<file path="config.mk">
export PLATFORM = sky130hd
export DESIGN_NAME = i2c_reg_bridge
export DESIGN_NICKNAME = d
export VERILOG_FILES = /design/src/rtl/i2cb_pkg.sv /design/src/rtl/i2cb_wcollect.sv /design/src/rtl/i2cb_rstream.sv /design/src/rtl/i2c_reg_bridge.sv
export SDC_FILE = /design/constraint.sdc
export NUM_CORES = 1
export LEC_CHECK = 0
export BUFFER_PORTS_ARGS = -buffer_cell sky130_fd_sc_hd__buf_4
export CAP_MARGIN = 20
export CORE_ASPECT_RATIO = 0.9
export CORE_MARGIN = 2
export CORE_UTILIZATION = 50
export DETAILED_ROUTE_END_ITERATION = 6
export PLACE_DENSITY_LB_ADDON = 0.1
export SLEW_MARGIN = 20
export SYNTH_ARGS = -nofsm -noshare
export SYNTH_HDL_FRONTEND = slang
export SYNTH_SLANG_ARGS = --single-unit
</file>
<file path="constraint.sdc">
create_clock -name clk -period 3.23 [get_ports clk]
set_input_delay 0.646 -clock clk [delete_from_list [all_inputs] [get_ports clk]]
set_output_delay 0.646 -clock clk [all_outputs]
set_load 0.1 [all_outputs]
</file>
<file path="src/rtl/i2cb_pkg.sv">
package i2cb_pkg;

    localparam int BYTE_W     = 8;
    localparam int WORD_BYTES = 4;
    localparam int WORD_W     = BYTE_W * WORD_BYTES;
    localparam int BE_AW      = 12;
    localparam int LOC_W      = 8;
    localparam int SUM_W      = 16;
    localparam int CNT_W      = $clog2(WORD_BYTES + 1);

    localparam logic [LOC_W-1:0]  LOC_NONE  = '1;
    localparam logic [BYTE_W-1:0] IDLE_BYTE = '1;
    localparam logic [WORD_W-1:0] STS_KEEP  = 32'h03FF_FFFF;
    localparam logic [WORD_W-1:0] CAP_KEEP  = 32'h7000_0000;
    localparam logic [WORD_W-1:0] CAP_BASE  = 32'h0000_0082;

    typedef enum logic [3:0] {
        RK_NONE, RK_REMOTE, RK_FIFO, RK_STATUS, RK_CAPS,
        RK_LOCALITY, RK_SUM_EN, RK_SUM_GET, RK_DEVADDR
    } reg_kind_e;

    typedef struct packed {
        reg_kind_e        kind;
        logic [BE_AW-1:0] off;
    } reg_info_t;

    // Map an I2C register number onto its handling class and backend offset.
    function automatic reg_info_t decode_reg(input logic [BYTE_W-1:0] code);
        reg_info_t r;
        r.kind = RK_NONE;
        r.off  = '0;
        case (code)
            8'h00: begin r.kind = RK_REMOTE;   r.off = BE_AW'(12'h000); end
            8'h04:       r.kind = RK_LOCALITY;
            8'h08: begin r.kind = RK_REMOTE;   r.off = BE_AW'(12'h008); end
            8'h14: begin r.kind = RK_REMOTE;   r.off = BE_AW'(12'h00C); end
            8'h18: begin r.kind = RK_STATUS;   r.off = BE_AW'(12'h018); end
            8'h20:       r.kind = RK_SUM_EN;
            8'h24: begin r.kind = RK_FIFO;     r.off = BE_AW'(12'h024); end
            8'h28:       r.kind = RK_SUM_GET;
            8'h30: begin r.kind = RK_CAPS;     r.off = BE_AW'(12'h014); end
            8'h38:       r.kind = RK_DEVADDR;
            8'h48: begin r.kind = RK_REMOTE;   r.off = BE_AW'(12'hF00); end
            8'h4C: begin r.kind = RK_REMOTE;   r.off = BE_AW'(12'hF04); end
            default: ;
        endcase
        return r;
    endfunction

    function automatic logic goes_to_backend(input reg_kind_e k);
        return (k == RK_REMOTE) || (k == RK_FIFO) || (k == RK_STATUS) || (k == RK_CAPS);
    endfunction

endpackage

</file>
<file path="src/rtl/i2cb_wcollect.sv">
module i2cb_wcollect
    import i2cb_pkg::*;
(
    input  logic              clk,
    input  logic              rst,
    input  logic              ev_start,
    input  logic              ev_stop,
    input  logic              ev_wr,
    input  logic [BYTE_W-1:0] ev_wdata,
    output logic [BYTE_W-1:0] reg_q,
    output logic              reg_new,
    output logic              fifo_push,
    output logic              flush,
    output logic [CNT_W-1:0]  cnt_q,
    output logic [WORD_W-1:0] word_q,
    output logic              ack_valid,
    output logic              ack_nak
);
    logic      need_addr;
    logic      data_byte;
    logic      addr_is_dev;
    reg_kind_e cur_kind;

    assign cur_kind    = decode_reg(reg_q).kind;
    assign addr_is_dev = (decode_reg(ev_wdata).kind == RK_DEVADDR);
    assign data_byte   = ev_wr && !need_addr;
    assign reg_new     = ev_wr && need_addr;
    assign fifo_push   = data_byte && (cur_kind == RK_FIFO);
    assign flush       = ev_stop && (cnt_q != '0);

    always_ff @(posedge clk) begin
        if (rst) begin
            need_addr <= 1'b1;
            reg_q     <= IDLE_BYTE;
            cnt_q     <= '0;
            word_q    <= '0;
            ack_valid <= 1'b0;
            ack_nak   <= 1'b0;
        end else begin
            ack_valid <= ev_wr;
            ack_nak   <= 1'b0;
            if (ev_start || ev_stop) begin
                need_addr <= 1'b1;
                cnt_q     <= '0;
            end else if (reg_new) begin
                reg_q     <= ev_wdata;
                need_addr <= 1'b0;
                cnt_q     <= '0;
                word_q    <= '0;
                ack_nak   <= addr_is_dev;
            end else if (data_byte) begin
                if (cur_kind == RK_DEVADDR) begin
                    ack_nak <= 1'b1;
                end else if (cur_kind != RK_FIFO) begin
                    if (cnt_q < CNT_W'(WORD_BYTES)) begin
                        word_q[int'(cnt_q[1:0])*BYTE_W +: BYTE_W] <= ev_wdata;
                        cnt_q <= cnt_q + CNT_W'(1);
                    end else begin
                        ack_nak <= 1'b1;
                    end
                end
            end
        end
    end

    assert_devaddr_nak_R2: assert property (@(posedge clk) disable iff (rst)
        (reg_new && addr_is_dev) |=> (ack_valid && ack_nak));

    assert_full_nak_R5: assert property (@(posedge clk) disable iff (rst)
        (data_byte && cur_kind == RK_REMOTE && cnt_q == CNT_W'(WORD_BYTES))
        |=> (ack_nak && cnt_q == CNT_W'(WORD_BYTES)));

endmodule

</file>
<file path="src/rtl/i2cb_rstream.sv">
module i2cb_rstream
    import i2cb_pkg::*;
(
    input  logic              clk,
    input  logic              rst,
    input  logic              ev_rd,
    input  logic              reg_new,
    input  logic [WORD_W-1:0] fetch_word,
    input  logic [CNT_W-1:0]  fetch_len,
    output logic              need_fetch,
    output logic              rd_valid,
    output logic [BYTE_W-1:0] rd_byte
);
    logic              fetched;
    logic [WORD_W-1:0] cap_q;
    logic [CNT_W-1:0]  len_q;
    logic [CNT_W-1:0]  idx_q;

    assign need_fetch = ev_rd && !fetched;

    always_ff @(posedge clk) begin
        if (rst) begin
            fetched  <= 1'b0;
            cap_q    <= '0;
            len_q    <= '0;
            idx_q    <= '0;
            rd_valid <= 1'b0;
            rd_byte  <= IDLE_BYTE;
        end else begin
            rd_valid <= ev_rd;
            if (reg_new) begin
                fetched <= 1'b0;
            end else if (need_fetch) begin
                cap_q   <= fetch_word;
                len_q   <= fetch_len;
                idx_q   <= CNT_W'(1);
                fetched <= 1'b1;
                rd_byte <= (fetch_len != '0) ? fetch_word[BYTE_W-1:0] : IDLE_BYTE;
            end else if (ev_rd) begin
                if (idx_q < len_q) begin
                    rd_byte <= cap_q[int'(idx_q[1:0])*BYTE_W +: BYTE_W];
                    idx_q   <= idx_q + CNT_W'(1);
                end else begin
                    rd_byte <= IDLE_BYTE;
                end
            end
        end
    end

    assert_past_end_R11: assert property (@(posedge clk) disable iff (rst)
        (ev_rd && fetched && idx_q >= len_q) |=> (rd_valid && rd_byte == IDLE_BYTE));

endmodule

</file>
<file path="src/rtl/i2c_reg_bridge.sv">
module i2c_reg_bridge
    import i2cb_pkg::*;
(
    input  logic              clk,
    input  logic              rst,
    input  logic              ev_start,
    input  logic              ev_stop,
    input  logic              ev_wr,
    input  logic [BYTE_W-1:0] ev_wdata,
    input  logic              ev_rd,
    output logic              ack_valid,
    output logic              ack_nak,
    output logic              rd_valid,
    output logic [BYTE_W-1:0] rd_byte,
    output logic              be_wr,
    output logic              be_rd,
    output logic [BE_AW-1:0]  be_addr,
    output logic [CNT_W-1:0]  be_size,
    output logic [WORD_W-1:0] be_wdata,
    output logic [LOC_W-1:0]  be_loc,
    input  logic [WORD_W-1:0] be_rdata,
    input  logic [SUM_W-1:0]  sum_value
);
    logic [BYTE_W-1:0] reg_q;
    logic              reg_new, fifo_push, flush, need_fetch;
    logic [CNT_W-1:0]  cnt_q;
    logic [WORD_W-1:0] word_q;
    logic [WORD_W-1:0] fetch_word;
    logic [CNT_W-1:0]  fetch_len;
    logic [LOC_W-1:0]  loc_q;
    logic              sum_en_q;
    reg_info_t         info;

    assign info = decode_reg(reg_q);

    i2cb_wcollect u_wcol (
        .clk(clk), .rst(rst), .ev_start(ev_start), .ev_stop(ev_stop),
        .ev_wr(ev_wr), .ev_wdata(ev_wdata), .reg_q(reg_q), .reg_new(reg_new),
        .fifo_push(fifo_push), .flush(flush), .cnt_q(cnt_q), .word_q(word_q),
        .ack_valid(ack_valid), .ack_nak(ack_nak)
    );

    i2cb_rstream u_rstr (
        .clk(clk), .rst(rst), .ev_rd(ev_rd), .reg_new(reg_new),
        .fetch_word(fetch_word), .fetch_len(fetch_len), .need_fetch(need_fetch),
        .rd_valid(rd_valid), .rd_byte(rd_byte)
    );

    // Backend port: driven in the cycle of the causing event.
    assign be_wr = fifo_push ||
                   (flush && goes_to_backend(info.kind) && info.kind != RK_FIFO);
    assign be_rd    = need_fetch && goes_to_backend(info.kind);
    assign be_addr  = info.off;
    assign be_loc   = loc_q;
    assign be_wdata = fifo_push ? WORD_W'(ev_wdata) : word_q;

    always_comb begin
        if (fifo_push)      be_size = CNT_W'(1);
        else if (be_rd)     be_size = (info.kind == RK_FIFO) ? CNT_W'(1) : CNT_W'(WORD_BYTES);
        else                be_size = cnt_q;
    end

    // Value captured on the first read of a selected register.
    always_comb begin
        fetch_word = '0;
        fetch_len  = '0;
        case (info.kind)
            RK_FIFO:     begin fetch_word = WORD_W'(be_rdata[BYTE_W-1:0]);  fetch_len = CNT_W'(1); end
            RK_REMOTE:   begin fetch_word = be_rdata;                       fetch_len = CNT_W'(WORD_BYTES); end
            RK_STATUS:   begin fetch_word = be_rdata & STS_KEEP;            fetch_len = CNT_W'(WORD_BYTES); end
            RK_CAPS:     begin fetch_word = (be_rdata & CAP_KEEP) | CAP_BASE; fetch_len = CNT_W'(WORD_BYTES); end
            RK_LOCALITY: begin fetch_word = WORD_W'(loc_q);                 fetch_len = CNT_W'(1); end
            RK_SUM_EN:   begin fetch_word = WORD_W'(sum_en_q);              fetch_len = CNT_W'(1); end
            RK_SUM_GET:  begin fetch_word = WORD_W'(sum_value);             fetch_len = CNT_W'(2); end
            default: ;
        endcase
    end

    // Registers kept inside the bridge.
    always_ff @(posedge clk) begin
        if (rst) begin
            loc_q    <= LOC_NONE;
            sum_en_q <= 1'b0;
        end else if (flush) begin
            if (info.kind == RK_LOCALITY) loc_q    <= word_q[LOC_W-1:0];
            if (info.kind == RK_SUM_EN)   sum_en_q <= word_q[0];
        end
    end

    assert_loc_store_R6: assert property (@(posedge clk) disable iff (rst)
        (flush && info.kind == RK_LOCALITY) |=> (be_loc == $past(word_q[LOC_W-1:0])));

    assert_sum_en_store_R7: assert property (@(posedge clk) disable iff (rst)
        (flush && info.kind == RK_SUM_EN) |=> (sum_en_q == $past(word_q[0])));

    assert_fetch_once_R8: assert property (@(posedge clk) disable iff (rst)
        (ev_rd && !need_fetch) |-> !be_rd);

endmodule

</file>
==> flow_summary.toml, run 1 <==
[power]
internal_power_mw = 1.95
p_seq_share_pct = 47.9
netSwitchingPower_uw = 797
clkPwrFrac_pct = 38.9
swShare_pct = 29.0
p_leak_nw = 2.61
p_per_area_nw_per_um2 = 399
comb_power_share_pct = 13.3
ir_drop_mv = 0.291

[floorplanning]
ios = 130
die_x_um = 114
initial_core_util_pct = 50.7
core_um2 = 10700
die-area_um2 = 11700
rows = 36
die_y_um = 103

[finish]
areaGrowthSynthToFinish_pct = 27.1
nets = 796
drive_gt1_share_pct = 28.3
n_antenna_cell = 0
fillCellCount = 910

[timing]
fin_crit_ns = 3.14
clock.fmax_mhz = 319
rsz0062_at_grt = "no"
whs_ns = 0.450
fin_setup_tns_ns = 0
setup_viol = 0
worst_pin_slew_ns = 1.02
slew_headroom_pct = 32.0
hold_viol = 0
drv_slew = 0
skew_ns = 0.00989
period_share_pct = 97.2

[yosys]
synth_cell_type_count = 69
synth_area_um2 = 5410
ys_seq_elements = 103
async_flop_share_pct = 0
yosysWarnings = 0
synthFlopType = "dfxtp_1"
synth_edf_count = 0
syn_area_per_cell_um2 = 8.72
ys_seq_area_share_pct = 38.1
synth_cells = 621

[critical_path]
crit_fanout = 7
cp.arrival_ns = 2.49
worstSetupEndpointType = "output port"
start_kind = "flip-flop"
required_ns = 2.58
crit_type = "flip-flop to output port"

[drt]
first_pass_iters = 5
drt-total-wl_um = 17100
drc = 0
ant_nets = 0
drtIter0Drc = 439
vias = 5283
viasPerCell = 6.11
wl_per_cell_um = 19.7

[global_route]
gr-total-overflow = 0
grt_max_degree = 39
first_global_vias = 4703
grt_pass1_wl_um = 26200
antenna_found_initial = 0
grt.total_usage_pct = 29.4

[clock_tree]
numClockSinks = 103
cts_tree = "yes"
cts_hold_buffers = 0
cts_root_buffer = "clkbuf_16"
worstSkewPairLatency_ns = 0.36
cts.reportedPaths.clkPinSlew_ns = 0.07
cts_max_path_buffers = 2
cts_max_level = 3
cts_made_buffers = 9

[outcome]
outcome = "finished clean"

[hold_path]
worstHoldPathType = "flip-flop to flip-flop"

[job]
drv_cap = 0

[placed_design]
hpwlAfterDp_um = 12600
gp_congestion = 0.868
portBuffers = 125
==> logic make-up (layout without fill, tap and decap cells) <==
kind of cell	after synthesis	in the layout	synth area share [%]
and+or+nand+nor	221	221	21.2
DFF	103	103	38.1
muxes	41	41	9.62
other	1	4	0.0693
adders and majority gates	7	7	1.62
AOI/OAI and AO/OA	165	165	22.4
xor gates and xnor gates	3	3	0.486
buffers and inverters	80	188	6.54
==> through the flow <==
step	setup slack, ns	utilization [%]	total power, mW	std cells	area [µm²]
floorplan	0.0159	-	1.57	624	5490
global placement	0.300	61.1	1.70	847	6520
detailed placement	0.239	61.1	1.70	847	6520
CTS	0.0407	64.1	2.77	864	6850
global route	0.00482	64.4	2.83	865	6880
finish	0.0917	64.4	2.75	865	6880
==> sequential cells by signal, indices dropped and copies added, names as in the netlist <==
signal	flops
u_wcol.need_addr	1
u_rstr.idx_q	3
u_wcol.ack_valid	1
u_rstr.fetched	1
u_wcol.cnt_q	3
u_wcol.word_q	32
u_rstr.cap_q	32
u_wcol.ack_nak	1
u_rstr.rd_byte	8
u_rstr.rd_valid	1
sum_en_q	1
u_rstr.len_q	3
be_loc	8
u_wcol.reg_q	8
==> repair_timing <==
action / CTS / global route
buffers inserted: 1 / 1
pin swaps: 1 / 3
gates resized for setup: 7 / 7
setup endpoints to repair: 13 / 11
==> worst max-delay path, cell delays in order (launching register included) <==
cell and delay, ns:
dfxtp_1 0.37, or4_1 0.66, a31o_2 0.30, a31oi_4 0.23
nor2_2 0.10, o31ai_4 0.28, buf_12 0.21
==> per-layer routing <==
metal,up-vias,global-route usage [%],part of all wire [%]
li1,2532,-,-
met1,2504,44.2,47
met2,228,42.9,44
met3,19,6.76,8.3
met4,0,6.75,1.1
met5,-,0,0
==> cells in the mapped netlist (4+ instances only) <==
| library cell | instances | area [µm²] |
|---|---|---|
| dfxtp_1 | 103 | 2060 |
| nand2_1 | 84 | 315 |
| clkbuf_1 | 40 | 150 |
| nor2_1 | 32 | 120 |
| a21oi_1 | 28 | 140 |
| and2_1 | 27 | 169 |
| o31ai_1 | 27 | 203 |
| mux2i_1 | 25 | 250 |
| o311ai_0 | 24 | 210 |
| o211ai_1 | 20 | 150 |
| inv_1 | 19 | 71.3 |
| o21ai_1 | 13 | 65.1 |
| nand4_1 | 12 | 75.1 |
| a32oi_1 | 9 | 78.8 |
| nand3_1 | 9 | 45.0 |
| a222oi_1 | 8 | 80.1 |
| mux4_2 | 8 | 180 |
| o2111ai_1 | 8 | 70.1 |
| buf_4 | 7 | 52.6 |
| ha_1 | 7 | 87.6 |
| nor3_1 | 7 | 35.0 |
| or3_1 | 6 | 37.5 |
| mux2_1 | 5 | 56.3 |
| nand2b_1 | 5 | 31.3 |
| nor2b_1 | 5 | 31.3 |
| a211oi_1 | 4 | 30.0 |
| and3_1 | 4 | 25.0 |
| buf_1 | 4 | 15.0 |
| buf_2 | 4 | 20.0 |
| nor4b_1 | 4 | 35.0 |
| o21ai_0 | 4 | 20.0 |
| or4_1 | 4 | 30.0 |
==> layout make-up <==
cell class                 instances  area [µm²]  area share, %
multi-input combinational        441        3110           45.1
inverter                          22        85.1           1.24
sequential                       103        2070           30.0
clock buffer                       9         225           3.27
tap                              133         166           2.42
clock inverter                     7        63.8          0.928
timing repair buffer             150        1170           17.0
==> final timing paths <==
kind               startpoint                end  slack, ns  cells after the start
max           u_wcol.reg_q[0]              be_wr       0.09                      6
min          u_rstr.cap_q[15]   u_rstr.cap_q[15]       0.45                      2
max reg2reg   u_wcol.reg_q[6]  u_rstr.rd_byte[1]       0.56                      6
min reg2reg  u_rstr.cap_q[15]   u_rstr.cap_q[15]       0.45                      2
==> cells in the final DEF, fill, tap and decap left out, types with 4 or more instances in the layout <==
cell,synthesis,layout
o211ai_1,20,20
ha_1,7,7
mux2_2,3,5
nor2_1,32,31
or3_1,6,6
clkbuf_16,0,9
nand3_1,9,9
nor2b_1,5,5
mux2i_1,25,25
conb_1,1,4
and2_1,27,27
a32oi_1,9,8
buf_4,7,146
a222oi_1,8,8
nand2b_1,5,5
o31ai_1,27,24
a21oi_1,28,28
mux4_2,8,8
dfxtp_1,103,100
nor3_1,7,7
a211oi_1,4,4
nor4b_1,4,4
o2111ai_1,8,8
inv_1,19,19
o21ai_1,13,13
nand4_1,12,12
or4_1,4,4
o311ai_0,24,24
nand2_1,84,82
o21ai_0,4,4
==> power by group through the flow <==
stage / logic, mW / registers (mW) / clock network, mW
after floorplan: 0.183 / 1.39 / 0
after global placement: 0.354 / 1.34 / 0
after detailed placement: 0.359 / 1.34 / 0
after CTS: 0.360 / 1.31 / 1.09
after global routing: 0.386 / 1.32 / 1.13
final: 0.364 / 1.31 / 1.07
Power figures use the tool's default switching activity.
==> inputs of run 2 (changes only) <==
--- a/config.mk
+++ b/config.mk
@@ -10,6 +10,7 @@
 export CORE_ASPECT_RATIO = 0.9
 export CORE_MARGIN = 2
 export CORE_UTILIZATION = 50
+export CTS_BUF_LIST = sky130_fd_sc_hd__clkbuf_8
 export DETAILED_ROUTE_END_ITERATION = 6
 export PLACE_DENSITY_LB_ADDON = 0.1
 export SLEW_MARGIN = 20
==> run 2 against run 1 <==
  * Worst hold slack better by 0.0049 ns
  * Via count up 0.15%
  * Critical path depth up 1
  * Clock skew up 0.0060 ns
  * Die area unchanged
  * Worst setup slack worse by 0.042 ns
  * Sequential power about the same
  * Core utilization up 0.059 points
  * Count of clock-buffer cells in the layout unchanged
  * Critical path type unchanged
==> flow_summary.toml, run 2 (same netlist as run 1, synthesis figures left out) <==
[timing]
period_share_pct = 98.5
skew_ns = 0.0159
slew_headroom_pct = 29.6
clock.fmax_mhz = 314
hold_viol = 0
fin_crit_ns = 3.18
worst_pin_slew_ns = 1.05
drv_slew = 0
setup_viol = 0
rsz0062_at_grt = "yes"

[clock_tree]
worstSkewPairLatency_ns = 0.40
cts_root_buffer = "clkbuf_8"
numClockSinks = 103
cts_made_buffers = 9
cts_max_level = 3
cts.reportedPaths.clkPinSlew_ns = 0.10
cts_tree = "yes"
cts_max_path_buffers = 2

[critical_path]
crit_fanout = 7
crit_type = "flip-flop to output port"
max_stage_delay_ns = 0.48
crit_slowest_cell = "a2111o_1"
crit_chain = "buf_12 -> or3_4 -> a2111o_1 -> a31oi_4 -> nor2_4 -> o31ai_4 -> buf_12"
worst_path_most_repeated_cell = "buf_12"
start_kind = "flip-flop"
cp.arrival_ns = 2.53
worstSetupEndpointType = "output port"
required_ns = 2.58

[finish]
final_cell_mix = "buf_4, dfxtp_1, nand2_1"
fillCellCount = 920
top_regs = "u_rstr.cap_q (32), u_wcol.word_q (32)"
n_antenna_cell = 0
areaGrowthSynthToFinish_pct = 27.2
drive_gt1_share_pct = 29.5
fin_cells = 871
nets = 802
final_common_cell = "buf_4"

[global_route]
gr-total-overflow = 0
grt.total_usage_pct = 29.2
antenna_found_initial = 0
grt_max_degree = 39
grt_pass1_wl_um = 26000
first_global_vias = 4640

[power]
p_leak_nw = 2.61
finalPower_mw = 2.48
ir_drop_mv = 0.276
p_per_area_nw_per_um2 = 361

[drt]
ant_nets = 0
viasPerCell = 6.07
wl_per_cell_um = 19.6
drtIter0Drc = 428
vias = 5291
drt-total-wl_um = 17100
drc = 0
first_pass_iters = 5

[placed_design]
dp_cells = 847
portBuffers = 125
gp_congestion = 0.868
hpwlAfterDp_um = 12600

[outcome]
outcome = "finished clean"

[job]
drv_cap = 0

[floorplanning]
initial_core_util_pct = 50.7
rows = 36
die_y_um = 103
core_um2 = 10700
die_x_um = 114
ios = 130
die-area_um2 = 11700

[hold_path]
worstHoldPathType = "flip-flop to flip-flop"
[run 2: cell types whose count changed in the layout (fill, tap and decap cells not counted), sizes merged]
| cell | previous run | this run |
|---|---|---|
| buf | 150 | 155 |
| clkbuf | 9 | 10 |
[run 2: worst paths after layout]
check,from,to,slack [ns],depth (start not counted)
worst max-delay path,u_wcol.reg_q[3],be_wr,0.05,7
worst min-delay path,u_rstr.cap_q[4],u_rstr.cap_q[4],0.45,2
worst max register to register,u_wcol.reg_q[6],u_rstr.rd_byte[1],0.56,6
worst min register to register,u_rstr.cap_q[4],u_rstr.cap_q[4],0.45,2
[run 2: worst max-delay path: cells and delay by family (launching register included)]
kind | cells | cell delay [ns]
DFF | 1 | 0.39
AOI/OAI and AO/OA | 3 | 0.98
and+or+nand+nor | 2 | 0.43
buffers and inverters | 2 | 0.35
[run 2: layout make-up]
| cell class | count | area, µm² | area share, % |
|---|---|---|---|
| Clock buffer | 9 | 124 | 1.80 |
| Clock inverter | 7 | 63.8 | 0.927 |
| Multi-Input combinational cell | 441 | 3130 | 45.4 |
| Timing Repair Buffer | 156 | 1250 | 18.1 |
| Tap cell | 133 | 166 | 2.42 |
| Inverter | 22 | 85.1 | 1.24 |
| Sequential cell | 103 | 2070 | 30.1 |
[run 2: where the power goes]
part / total, mW / internal [mW] / switching, mW
Clock: 0.798 / 0.298 / 0.501
Sequential: 1.31 / 1.29 / 0.0252
Combinational: 0.370 / 0.125 / 0.245
[run 2: stage by stage]
step | cell area (µm²) | hold slack (ns) | util [%] | setup TNS, ns | setup WS (ns)
floorplan | 5490 | 0.426 | - | 0 | 0.0159
global placement | 6520 | 0.433 | 61.1 | 0 | 0.300
detailed placement | 6520 | 0.442 | 61.1 | 0 | 0.239
CTS | 6770 | 0.457 | 63.4 | 0 | 0.0291
global route | 6890 | 0.474 | 64.5 | -0.0262 | -0.0257
finish | 6890 | 0.455 | 64.5 | 0 | 0.0499
[run 2: timing repair]
item / 4_1_cts / 5_1_grt
setup endpoints to repair: 13 / 11
resized for setup: 13 / 13
pin swaps: 1 / 4
buffers inserted: 1 / 6
cloned: 0 / 1
hold buffers: 0 / 0
[run 2: per-layer routing]
metal	vias to the layer above	global-route usage (%)	wire [µm]
met5	-	0	0
met2	203	41.5	7300
li1	2534	-	-
met1	2534	44.0	8090
met3	20	7.88	1380
met4	0	7.13	286
==> inputs of run 3 (changes only) <==
--- a/config.mk
+++ b/config.mk
@@ -5,11 +5,12 @@
 export SDC_FILE = /design/constraint.sdc
 export NUM_CORES = 1
 export LEC_CHECK = 0
+export ABC_AREA = 0
 export BUFFER_PORTS_ARGS = -buffer_cell sky130_fd_sc_hd__buf_4
 export CAP_MARGIN = 20
 export CORE_ASPECT_RATIO = 0.9
 export CORE_MARGIN = 2
-export CORE_UTILIZATION = 50
+export CORE_UTILIZATION = 35
 export CTS_BUF_LIST = sky130_fd_sc_hd__clkbuf_8
 export DETAILED_ROUTE_END_ITERATION = 6
 export PLACE_DENSITY_LB_ADDON = 0.1
==> run 3 against run 2 <==
  * Via count about the same
  * Global-route usage down 6.7 points
  * Critical path depth unchanged
  * First-iteration DRC count up 46%
  * Final cell count up 7.1%
  * Count of clock-buffer cells in the layout up 1
  * Non-clock buffer count down 7
  * Critical endpoint unchanged
  * Largest power group unchanged
==> flow_summary.toml, run 3 (same netlist as run 1, synthesis figures left out) <==
[critical_path]
crit_family = "compound AO/OA/AOI/OAI gates"
max_stage_delay_ns = 0.49
crit_type = "flip-flop to output port"
crit_buf_inv = 2
rr_worst_depth = 7
cp_num_cells = 7
start_kind = "flip-flop"
required_ns = 2.58
crit_fanout = 11
cp.arrival_ns = 2.49
worstSetupEndpointType = "output port"
crit_chain = "buf_4 -> or3b_2 -> a31o_2 -> a31oi_4 -> nor2_1 -> o31ai_4 -> buf_12"
crit_slowest_cell = "or3b_2"

[finish]
final_common_cell = "buf_4"
final_cell_mix = "buf_4, dfxtp_1, nand2_1"
fillCellCount = 1577
top_regs = "u_rstr.cap_q (32), u_wcol.word_q (32)"
drive_gt1_share_pct = 28.6
n_antenna_cell = 0
final_util_pct = 44.8
areaGrowthSynthToFinish_pct = 26.5
nets = 795

[clock_tree]
numClockSinks = 103
cts_max_level = 3
cts_tree = "yes"
cts.reportedPaths.clkPinSlew_ns = 0.11
cts_max_path_buffers = 2
cts_root_buffer = "clkbuf_8"
worstSkewPairLatency_ns = 0.39
cts_made_buffers = 9

[floorplanning]
core_um2 = 15300
die_y_um = 122
initial_core_util_pct = 35.4
die_x_um = 135
die-area_um2 = 16500
rows = 43
ios = 130

[timing]
clock.fmax_mhz = 319
period_share_pct = 97.2
worst_pin_slew_ns = 0.988
hold_viol = 0
whs_ns = 0.453
drv_slew = 0
fin_crit_ns = 3.14
fin_setup_tns_ns = 0
skew_ns = 0.0140
slew_headroom_pct = 33.4
setup_viol = 0

[drt]
first_pass_iters = 6
viasPerCell = 5.67
vias = 5286
ant_nets = 0
drc = 0
drtIter0Drc = 626
drt-total-wl_um = 18500
wl_per_cell_um = 19.8

[hold_path]
hold_path_depth = 2
worstHoldPathType = "flip-flop to flip-flop"

[placed_design]
hpwlAfterDp_um = 13600
gp_congestion = 0.864
portBuffers = 125

[global_route]
gr-total-overflow = 0
grt.total_usage_pct = 22.5
first_global_vias = 4914
antenna_found_initial = 0
grt_max_degree = 66
grt_pass1_wl_um = 28400

[power]
comb_power_share_pct = 14.8
internal_power_mw = 1.72
p_leak_nw = 2.55
netSwitchingPower_uw = 766
swShare_pct = 30.8
ir_drop_mv = 0.201
p_seq_share_pct = 53.1
p_per_area_nw_per_um2 = 363
finalPower_mw = 2.48
clkPwrFrac_pct = 32.1

[outcome]
outcome = "finished clean"

[job]
drv_cap = 0
## run 3: final cells by class
| type | count | area [µm²] | area share (%) |
|---|---|---|---|
| Inverter | 22 | 85.1 | 1.24 |
| Clock buffer | 10 | 138 | 2.01 |
| Tap cell | 202 | 253 | 3.69 |
| Clock inverter | 6 | 42.5 | 0.621 |
| Multi-Input combinational cell | 441 | 3110 | 45.4 |
| Timing Repair Buffer | 149 | 1150 | 16.8 |
| Sequential cell | 103 | 2070 | 30.3 |
## run 3: metrics by stage
step | setup slack (ns) | cells | area [µm²]
after CTS | 0.00821 | 933 | 6810
after global placement | 0.367 | 917 | 6600
after global routing | -0.0144 | 933 | 6850
after floorplan | 0.0159 | 624 | 5490
after detailed placement | 0.304 | 917 | 6600
final | 0.0916 | 933 | 6850
## run 3: power by group through the flow
stage,logic [mW],clock network (mW),registers (mW)
after floorplan,0.183,0,1.39
after global placement,0.364,0,1.35
after detailed placement,0.366,0,1.35
after CTS,0.367,0.815,1.32
after global routing,0.391,0.861,1.32
final,0.369,0.796,1.32
## run 3: repair_timing
item                                    4_1_cts  5_1_grt
gates resized for setup                       8       11
buffers inserted                              0        0
hold buffers                                  0        0
endpoints found under the setup margin       12       13
## run 3: per-layer routing
metal	track usage (%)	up-vias	part of all wire [%]
li1	-	2516	-
met1	33.9	2559	48
met2	32.3	183	43
met3	4.87	28	6.5
met4	5.99	0	1.9
met5	0	-	0
## run 3: worst reg2reg max path, stage by stage, from the launching register on
cell	delay (ns)
dfxtp_2	0.38
buf_4	0.19
or3b_2	0.49
a211o_1	0.32
a21oi_1	0.22
buf_4	0.31
or3_1	0.37
o31ai_1	0.12
## run 3: final timing paths
kind                    from                to  slack, ns
min          u_rstr.cap_q[4]   u_rstr.cap_q[4]       0.45
max          u_wcol.reg_q[3]             be_wr       0.09
min reg2reg  u_rstr.cap_q[4]   u_rstr.cap_q[4]       0.45
max reg2reg  u_wcol.reg_q[3]  u_wcol.word_q[0]       0.71
